==> config.mk <==
export PLATFORM = sky130hd
export DESIGN_NAME = bm_regbank
export DESIGN_NICKNAME = d
export VERILOG_FILES = /design/src/rtl/bm_regbank_pkg.sv /design/src/rtl/bm_regbank_chan.sv /design/src/rtl/bm_regbank_mode.sv /design/src/rtl/bm_regbank_rdmux.sv /design/src/rtl/bm_regbank.sv
export SDC_FILE = /design/constraint.sdc
export NUM_CORES = 1
export LEC_CHECK = 0
export BUFFER_PORTS_ARGS = -buffer_cell sky130_fd_sc_hd__buf_2
export CORE_MARGIN = 1.5
export CORE_UTILIZATION = 42
export CTS_BUF_LIST = sky130_fd_sc_hd__clkbuf_8
export CTS_CLUSTER_SIZE = 14
export DETAILED_ROUTE_END_ITERATION = 10
export GPL_TIMING_DRIVEN = 1
export HOLD_SLACK_MARGIN = 0.15
export PLACE_DENSITY = 0.69
export SYNTH_ARGS = -nofsm -noshare
export SYNTH_HDL_FRONTEND = slang
export SYNTH_SLANG_ARGS = --single-unit
==> constraint.sdc <==
create_clock -name clk -period 1.6 [get_ports clk]
set_input_delay 0.16 -clock clk [delete_from_list [all_inputs] [get_ports clk]]
set_output_delay 0.16 -clock clk [all_outputs]
set_load 0.02 [all_outputs]
==> src/rtl/bm_regbank_pkg.sv <==
package bm_regbank_pkg;
   localparam int NUM_CH   = 2;
   localparam int BYTE_W   = 8;
   localparam int PEND_LSB = 2;
   localparam int MASK_LSB = 4;

   typedef enum logic [1:0] {
      SEL_CMD  = 2'd0,
      SEL_MODE = 2'd1,
      SEL_STS  = 2'd2,
      SEL_TIM  = 2'd3
   } reg_sel_e;

   typedef logic [BYTE_W-1:0] byte_t;
endpackage

==> src/rtl/bm_regbank_chan.sv <==
module bm_regbank_chan
   import bm_regbank_pkg::*;
(
   input  logic  clk,
   input  logic  rst_n,
   input  logic  wr_cmd,
   input  logic  wr_sts,
   input  logic  wr_tim,
   input  byte_t wdata,
   input  logic  eng_busy,
   input  logic  eng_err,
   input  logic  eng_done,
   output byte_t cmd_q,
   output byte_t sts_q,
   output byte_t tim_q,
   output logic  start_o
);
   byte_t sts_n;

   always_comb begin
      sts_n    = '0;
      sts_n[0] = eng_busy;
      if (eng_err)                sts_n[1] = 1'b1;
      else if (wr_sts & wdata[1]) sts_n[1] = 1'b0;
      else                        sts_n[1] = sts_q[1];
      if (eng_done)               sts_n[2] = 1'b1;
      else if (wr_sts & wdata[2]) sts_n[2] = 1'b0;
      else                        sts_n[2] = sts_q[2];
      sts_n[6:5] = wr_sts ? wdata[6:5] : sts_q[6:5];
   end

   always_ff @(posedge clk or negedge rst_n) begin
      if (!rst_n) begin
         cmd_q   <= '0;
         sts_q   <= '0;
         tim_q   <= '0;
         start_o <= 1'b0;
      end else begin
         sts_q   <= sts_n;
         start_o <= wr_cmd & wdata[0] & ~cmd_q[0];
         if (wr_cmd) cmd_q <= wdata;
         if (wr_tim) tim_q <= wdata;
      end
   end
endmodule

==> src/rtl/bm_regbank_mode.sv <==
module bm_regbank_mode
   import bm_regbank_pkg::*;
(
   input  logic              clk,
   input  logic              rst_n,
   input  logic              wr_mode,
   input  byte_t             wdata,
   input  logic [NUM_CH-1:0] irq_req,
   output byte_t             mode_q,
   output logic              irq_o
);
   logic [NUM_CH-1:0] live;

   for (genvar c = 0; c < NUM_CH; c++) begin : g_bit
      always_ff @(posedge clk or negedge rst_n) begin
         if (!rst_n) begin
            mode_q[PEND_LSB+c] <= 1'b0;
            mode_q[MASK_LSB+c] <= 1'b0;
         end else begin
            mode_q[PEND_LSB+c] <= irq_req[c];
            if (wr_mode) mode_q[MASK_LSB+c] <= wdata[MASK_LSB+c];
         end
      end
      assign live[c] = mode_q[PEND_LSB+c] & ~mode_q[MASK_LSB+c];
   end

   assign mode_q[PEND_LSB-1:0]              = '0;
   assign mode_q[BYTE_W-1:MASK_LSB+NUM_CH] = '0;
   assign irq_o = |live;
endmodule

==> src/rtl/bm_regbank_rdmux.sv <==
module bm_regbank_rdmux
   import bm_regbank_pkg::*;
(
   input  logic  hit,
   input  logic  ch,
   input  logic [1:0] sel,
   input  byte_t mode_q,
   input  logic [NUM_CH-1:0][BYTE_W-1:0] cmd_all,
   input  logic [NUM_CH-1:0][BYTE_W-1:0] sts_all,
   input  logic [NUM_CH-1:0][BYTE_W-1:0] tim_all,
   output byte_t rd_byte
);
   always_comb begin
      rd_byte = '0;
      if (hit) begin
         unique case (reg_sel_e'(sel))
            SEL_CMD:  rd_byte = cmd_all[ch];
            SEL_MODE: rd_byte = mode_q;
            SEL_STS:  rd_byte = sts_all[ch];
            SEL_TIM:  rd_byte = tim_all[ch];
            default:  rd_byte = '0;
         endcase
      end
   end
endmodule

==> src/rtl/bm_regbank.sv <==
module bm_regbank
   import bm_regbank_pkg::*;
#(
   parameter int DATA_W = 32,
   parameter int ADDR_W = 4
) (
   input  logic              clk,
   input  logic              rst_n,
   input  logic              acc_en,
   input  logic              acc_wr,
   input  logic [ADDR_W-1:0] acc_addr,
   input  logic [1:0]        acc_size,
   input  logic [DATA_W-1:0] acc_wdata,
   output logic [DATA_W-1:0] rd_data,
   output logic              rd_valid,
   input  logic [1:0]        irq_req,
   input  logic [1:0]        eng_busy,
   input  logic [1:0]        eng_err,
   input  logic [1:0]        eng_done,
   output logic [1:0]        dma_start,
   output logic              irq_out
);
   localparam int NBYTES = DATA_W / BYTE_W;

   if (DATA_W < BYTE_W || DATA_W % BYTE_W != 0) begin : g_bad_data
      $error("bm_regbank: DATA_W must be a multiple of 8");
   end
   if (ADDR_W < 4) begin : g_bad_addr
      $error("bm_regbank: ADDR_W must be at least 4");
   end

   logic  in_bank, byte_acc, reg_hit, wr_hit;
   logic  ch;
   logic [1:0] sel;
   byte_t mode_q, rd_byte;
   logic [NUM_CH-1:0][BYTE_W-1:0] cmd_all, sts_all, tim_all;

   if (ADDR_W > 4) begin : g_hi
      assign in_bank = ~|acc_addr[ADDR_W-1:4];
   end else begin : g_lo
      assign in_bank = 1'b1;
   end

   assign ch       = acc_addr[3];
   assign sel      = acc_addr[1:0];
   assign byte_acc = (acc_size == 2'd0);
   assign reg_hit  = in_bank & ~acc_addr[2];
   assign wr_hit   = acc_en & acc_wr & byte_acc & reg_hit;

   for (genvar c = 0; c < NUM_CH; c++) begin : g_ch
      logic mine;
      assign mine = wr_hit & (ch == c[0]);
      bm_regbank_chan u_chan (
         .clk      (clk),
         .rst_n    (rst_n),
         .wr_cmd   (mine & (sel == SEL_CMD)),
         .wr_sts   (mine & (sel == SEL_STS)),
         .wr_tim   (mine & (sel == SEL_TIM)),
         .wdata    (acc_wdata[BYTE_W-1:0]),
         .eng_busy (eng_busy[c]),
         .eng_err  (eng_err[c]),
         .eng_done (eng_done[c]),
         .cmd_q    (cmd_all[c]),
         .sts_q    (sts_all[c]),
         .tim_q    (tim_all[c]),
         .start_o  (dma_start[c])
      );
   end

   bm_regbank_mode u_mode (
      .clk     (clk),
      .rst_n   (rst_n),
      .wr_mode (wr_hit & (sel == SEL_MODE)),
      .wdata   (acc_wdata[BYTE_W-1:0]),
      .irq_req (irq_req),
      .mode_q  (mode_q),
      .irq_o   (irq_out)
   );

   bm_regbank_rdmux u_rdmux (
      .hit     (reg_hit),
      .ch      (ch),
      .sel     (sel),
      .mode_q  (mode_q),
      .cmd_all (cmd_all),
      .sts_all (sts_all),
      .tim_all (tim_all),
      .rd_byte (rd_byte)
   );

   function automatic logic [DATA_W-1:0] wide_ones(input logic [1:0] sz);
      logic [DATA_W-1:0] m;
      m = '0;
      for (int b = 0; b < NBYTES; b++)
         if (b < (1 << sz)) m[b*BYTE_W +: BYTE_W] = '1;
      return m;
   endfunction

   always_ff @(posedge clk or negedge rst_n) begin
      if (!rst_n) begin
         rd_data  <= '0;
         rd_valid <= 1'b0;
      end else begin
         rd_valid <= acc_en & ~acc_wr;
         if (acc_en & ~acc_wr)
            rd_data <= byte_acc ? DATA_W'(rd_byte) : wide_ones(acc_size);
      end
   end
endmodule

==> results of run 1 <==
power by group through the flow:
stage / clock network, mW / registers [mW] / logic [mW]
finish: 1.48 / 1.71 / 0.620
global route: 1.57 / 1.73 / 0.671
CTS: 1.51 / 1.72 / 0.624
detailed placement: 0 / 1.74 / 0.591
global placement: 0 / 1.74 / 0.581
floorplan: 0 / 1.77 / 0.398
synthesized netlist by cell type, drive strengths merged (3+ instances only):
cell    count  area share (%)
buf        29             7.3
nand3       3            0.70
mux2i       7             2.4
o21ai      12             2.1
nand2      19             2.6
nand2b      4            0.87
mux2       46              18
a31oi       6             1.3
inv         4            0.52
a21oi       3            0.52
nor2        3            0.39
dfrtp      60              52
clkbuf      4            0.52
a21o        4             1.0
cell families (layout without fill, tap and decap cells):
| group | after synthesis | in the layout | synth area share (%) |
|---|---|---|---|
| flip-flops | 60 | 60 | 52.5 |
| multiplexers | 55 | 55 | 22.1 |
| AND/OR/NAND/NOR | 41 | 41 | 9.32 |
| buffers and inverters | 37 | 119 | 8.31 |
| AO/OA/AOI/OAI | 35 | 35 | 7.74 |
critical path: cells and delay by family, from the launching register on:
family	cells	cell delay [ns]
AOI/OAI and AO/OA	1	0.09
DFF	1	0.37
muxes	2	0.71
worst max-delay path by stage:
stage	from	depth (start not counted)	slack, ns	end
floorplan	acc_addr[3]	4	0.23	g_ch[0].u_chan.sts_q[5]
global placement	acc_size[0]	6	0.02	g_ch[1].u_chan.sts_q[5]
detailed placement	acc_size[0]	6	-0.0005	g_ch[1].u_chan.sts_q[5]
CTS	u_mode.mode_q[5]	2	0.30	irq_out
global route	g_ch[1].u_chan.tim_q[5]	3	0.25	rd_data[5]
finish	g_ch[1].u_chan.tim_q[5]	3	0.31	rd_data[5]
metal layers:
layer,global-route usage [%],wire [um]
met1,24.3,2870
met2,28.6,2860
met3,4.52,273
met4,6.60,71
met5,0,0
metrics by stage:
| step | TNS, ns | area (um^2) | utilization (%) | power, mW | setup slack [ns] |
|---|---|---|---|---|---|
| after floorplan | 0 | 2860 | - | 2.17 | 0.233 |
| after global placement | 0 | 3210 | 49.7 | 2.32 | 0.0248 |
| after detailed placement | -0.000469 | 3210 | 49.7 | 2.33 | -0.000469 |
| after CTS | 0 | 3600 | 55.7 | 3.85 | 0.300 |
| after global routing | 0 | 3600 | 55.7 | 3.97 | 0.254 |
| final | 0 | 3600 | 55.7 | 3.81 | 0.313 |
registers in the layout, indices dropped and copies added (netlist names):
register,count
u_mode.mode_q,4
g_ch.u_chan.sts_q,10
g_ch.u_chan.cmd_q,16
rd_valid,1
rd_data,11
g_ch.u_chan.start_o,2
g_ch.u_chan.tim_q,16
cell type report:
class / count / area share [%]
sequential: 60 / 41.8
multi-input combinational: 131 / 31.2
timing repair buffer: 99 / 18.0
clock buffer: 10 / 3.83
tap: 77 / 2.68
clock inverter: 6 / 2.19
inverter: 4 / 0.418
==> qor.csv, run 1 <==
stage,metric,value,unit
global_route,grt_max_degree,61,
cells_and_area,fin_cells,387,
yosys,synth_edf_count,0,
critical_path,path_max_fanout,2,
place,place.gp.congestion,0.746,
sta,fin_skew,0.00783,ns
outcome,status,"complete, but fails checks",
critical_path,critPathLaunchType,flip-flop,
global_route,grt_pass1_wl,10000,um
cells_and_area,seqCellArea,1500,um^2
critical_path,path_cells,mux4_2 > mux2i_1 > o31ai_1,
detailed_routing,viasPerCell,5.14,
power_and_ir_drop,switching_share,26.0,%
cells_and_area,syn2layout_area_growth,25.7,%
floorplan,initial_utilization,44.3,%
yosys,yosysWarnings,0,
yosys,async_flop_share,100,%
critical_path,reg2reg_from,g_ch[1].u_chan.tim_q[5],
critical_path,cp-end-kind,flip-flop,
power_and_ir_drop,sequentialPowerShare,45.0,%
cts,clk_latency,0.34,ns
cts,cts_buffers,9,
cells_and_area,antenna_cells,0,
cells_and_area,fillers,550,
floorplan,coreArea,6460,um^2
worst_hold_path,hold_path_class,in2reg,
critical_path,required,1.82,ns
sta,worst_pin_slew,0.349,ns
place,port_buffers,61,
floorplan,num_io_pins,86,
cts,hold_buffers,17,
outcome,violations,DRC,
cts,cts_root_buf,clkbuf_8,
sta,slew_viol_final,0,
yosys,syn-num-nets,278,
place,dp_hpwl,4250,um
power_and_ir_drop,switchingPower,0.990,mW
yosys,yosysSeqAreaShare,52.5,%
detailed_routing,drtAntennaViolNets,0,
critical_path,slowest_delay,0.48,ns
detailed_routing,vias,1990,
sta,period_needed,1.29,ns
power_and_ir_drop,leakagePower,1.74,nW
floorplan,rows,29,
cts,clockBufferDepth,2,
cts,clk_pin_slew,0.07,ns
worst_hold_path,hold-path-endpoint,rd_data[23],
power_and_ir_drop,ir_worst_vdd,0.618,mV
detailed_routing,wl,6080,um
sta,finalSetupViolations,0,
critical_path,rr_endpoint,rd_data[5],
cells_and_area,layout_commonest_cell,buf_2,
yosys,syn_area,2860,um^2
yosys,synthCells,228,
floorplan,die_area,7310,um^2
critical_path,r2r_cells,3,
place,dp_cells,354,
yosys,syn-mean-instance-area,12.5,um^2
worst_hold_path,min-delay-start,acc_size[1],
cts,cts_tree,yes,
cts,htree_levels,3,
sta,fin_crit_sh,80.4,%
critical_path,slowest_stage,mux4_2,
critical_path,critPathKind,reg2reg,
cells_and_area,fin_nets,355,
sta,final-hold-violation-count,0,
cts,cts_sinks,60,
detailed_routing,drt_iter0_drc,114,
yosys,synth_seq_cells,60,
detailed_routing,route.detailed.drc,9,
detailed_routing,dr.pass1.iters,7,
global_route,grt_overflow,0,
global_route,antenna_found_initial,0,
yosys,synthFlopType,dfrtp_1,
global_route,grt.total_usage,18.1,%
power_and_ir_drop,combPwrFrac,16.3,%
sta,max_freq,777,MHz
floorplan,dieWidth,85.5,um
critical_path,arrival,1.50,ns
cts,post_cts_resized,0,
run,maxCapViolations,0,
worst_hold_path,hold_path_depth,4,
power_and_ir_drop,p_int,2.82,mW
floorplan,die_y,85.5,um
cells_and_area,mostFrequentLayoutCells,"61 x buf_2, 60 x dfrtp_1, 45 x mux2_2",
sta,whs,0.170,ns
cells_and_area,drive_gt1_share,48.7,%
power_and_ir_drop,clkPwrFrac,38.8,%
power_and_ir_drop,power.density,1060,nW/um^2
sta,max-slew-margin-rel,76.8,%
detailed_routing,post_drt_wl_per_cell,15.7,um
global_route,grt_pass1_vias,2023,
yosys,yosysUniqueCellTypes,39,
cells_and_area,multi_input_area,1120,um^2
critical_path,r2r_slack,0.31,ns
cts,cts_setup_buffers,0,
sta,rsz0062_at_grt,false,
Power figures use the tool's default switching activity.
==> run 2, diff against run 1 <==
- clock period: 1.6 -> 1.2 ns (I/O delays scaled with it)
==> run 2 against run 1 <==
- the run ends with DRC, setup timing left
- global-route usage grew 0.21 points
- core utilization rose by 2.5 points
- sequential cell count stayed put
- setup slack got worse by 0.38 ns
- clock-buffer cell count grew 2
- wire length is 0.48% higher
- largest cell class unchanged
- register-to-register slack got worse by 0.38 ns
- largest power group unchanged
- non-clock buffer count grew 9
- fmax is 2.0% higher
- via count up 2.5%
- hold slack better by 0.028 ns
==> qor.csv, run 2 (synthesis results as in run 1) <==
stage,metric,value,unit,change
cts,clk_pin_slew,0.07,ns,about the same
place,pre_cts_ws,-0.361,ns,-0.360 ns
sta,period_needed,1.26,ns,-0.0250 ns
sta,setup_slack,-0.0616,ns,-0.375 ns
detailed_routing,viasPerCell,5.16,,+0.44%
cells_and_area,syn2layout_area_growth,31.3,%,
global_route,antenna_found_initial,0,,unchanged
power_and_ir_drop,finalPower,5.01,mW,+32%
place,dp_cells,361,,+2.0%
power_and_ir_drop,power.density,1340,nW/um^2,+26%
cts,cts_tree,yes,,
outcome,violations,"DRC, setup timing",,
critical_path,arrival,1.48,ns,-0.02 ns
floorplan,dieWidth,85.5,um,unchanged
power_and_ir_drop,leakagePower,1.83,nW,+5.2%
sta,rsz0062_at_grt,true,,
cts,htree_levels,3,,unchanged
floorplan,coreArea,6460,um^2,unchanged
sta,max-slew-margin-rel,67.2,%,-9.6 points
sta,finalSetupViolations,2,,+2
cells_and_area,largestRegisters,"g_ch.u_chan.cmd_q x16, g_ch.u_chan.tim_q x16, rd_data x11",,
power_and_ir_drop,ir_worst_vdd,0.829,mV,+34%
outcome,status,"complete, but fails checks",,
critical_path,critPathLaunchType,flip-flop,,
sta,whs,0.198,ns,+0.0282 ns
floorplan,die_y,85.5,um,unchanged
cells_and_area,fin_nets,364,,+2.5%
cells_and_area,mostFrequentLayoutCells,"60 x dfrtp_1, 58 x buf_2, 42 x mux2_2",,
global_route,grt.total_usage,18.3,%,+0.21 points
detailed_routing,wl,6110,um,+0.48%
sta,fin_crit_sh,105,%,+25 points
critical_path,critPathKind,reg2reg,,
detailed_routing,vias,2040,,+2.5%
detailed_routing,drt_iter0_drc,72,,-37%
global_route,grt_overflow,0,,unchanged
place,place.gp.congestion,0.751,,+0.63%
detailed_routing,dr.pass1.iters,7,,unchanged
sta,max_freq,793,MHz,+2.0%
sta,slew_viol_final,0,,unchanged
cells_and_area,final_core_util,58.1,%,+2.5 points
detailed_routing,route.detailed.drc,9,,unchanged
cells_and_area,fin_cells,395,,+2.1%
cells_and_area,layout_commonest_cell,dfrtp_1,,
global_route,grt_pass1_vias,2013,,-0.49%
cts,cts_root_buf,clkbuf_8,,
critical_path,path_max_fanout,2,,unchanged
floorplan,rows,29,,unchanged
sta,final-hold-violation-count,0,,unchanged
detailed_routing,post_drt_wl_per_cell,15.5,um,-1.6%
detailed_routing,drtAntennaViolNets,0,,unchanged
sta,fin_skew,0.00539,ns,-0.00244 ns
cts,cts_sinks,60,,unchanged
cells_and_area,antenna_cells,0,,unchanged
cells_and_area,drive_gt1_share,51.3,%,+2.5 points
global_route,grt_max_degree,23,,-62%
run,maxCapViolations,0,,unchanged
worst_hold_path,hold_path_class,in2reg,,
critical_path,cp-end-kind,flip-flop,,
floorplan,num_io_pins,86,,unchanged
place,dp_hpwl,4430,um,+4.1%
cells_and_area,fillers,554,,+0.73%
place,port_buffers,61,,unchanged
cts,clockBufferDepth,2,,unchanged
global_route,grt_pass1_wl,9940,um,-0.69%
sta,worst_pin_slew,0.492,ns,+0.144 ns
cts,cts_buffers,9,,unchanged
cts,clk_latency,0.34,ns,about the same
floorplan,die_area,7310,um^2,unchanged
floorplan,initial_utilization,44.3,%,unchanged
critical_path,required,1.42,ns,-0.40 ns
run 2: changes by cell type in the layout (fill, tap and decap cells not counted), sizes merged:
cell and change:
inv +1, buf +8, clkbuf +2, dlygate4sd3 +1, bufinv -1, clkinv -3
run 2: final timing paths:
check / to / cells past startpoint / startpoint / slack [ns]
hold reg to reg: g_ch[0].u_chan.start_o / 1 / g_ch[0].u_chan.cmd_q[0] / 0.45
max in group asynchronous: g_ch[1].u_chan.tim_q[6] / 3 / rst_n / 0.43
setup / recovery: rd_data[5] / 3 / g_ch[0].u_chan.sts_q[5] / -0.06
hold / removal: rd_data[15] / 4 / acc_size[0] / 0.20
setup reg to reg: rd_data[5] / 3 / g_ch[0].u_chan.sts_q[5] / -0.06
min in group asynchronous: g_ch[0].u_chan.sts_q[5] / 2 / rst_n / 0.28
run 2: what timing repair did:
action | CTS | global route
setup buffers | 1 | 0
resized for setup | 2 | 8
hold buffers | 18 | 0
setup endpoints to repair | 3 | 20
endpoints found under the hold margin | 110 | 0
pin swaps | 1 | 1
run 2: metrics by stage:
step	setup TNS (ns)	instance area, um^2
6_report	-0.0715	3750
5_1_grt	-0.331	3750
4_1_cts	-0.0957	3710
3_5_place_dp	-12.63	3320
3_3_place_gp	-11.76	3320
2_1_floorplan	-1.54	2920
run 2: area by class of cell:
type	instances	area (um^2)	area share [%]
Sequential cell	60	1500	40.0
Multi-Input combinational cell	131	1200	31.9
Timing Repair Buffer	108	743	19.8
Clock buffer	12	165	4.40
Tap cell	77	96.3	2.57
Clock inverter	3	37.5	1.00
Inverter	4	15.0	0.400
run 2: routing by layer:
metal	up-vias	track usage (%)	part of all wire (%)
met1	1004	23.3	46
li1	963	-	-
met2	66	29.1	47
met5	-	0	0
met3	7	5.87	5.3
met4	0	7.48	1.2
run 2: critical path, cell delays in order, from the launching register on:
cell and delay (ns):
dfrtp_1 0.39, mux4_2 0.47, mux2i_2 0.19, o31ai_1 0.08
run 2: power breakdown:
part           switching (mW)  leakage [nW]  total [mW]  internal, mW
Combinational           0.479         0.959       0.897         0.419
Sequential              0.100         0.756        2.29          2.19
Clock                   0.726         0.111        1.83          1.10
Total                    1.30          1.83        5.01          3.71
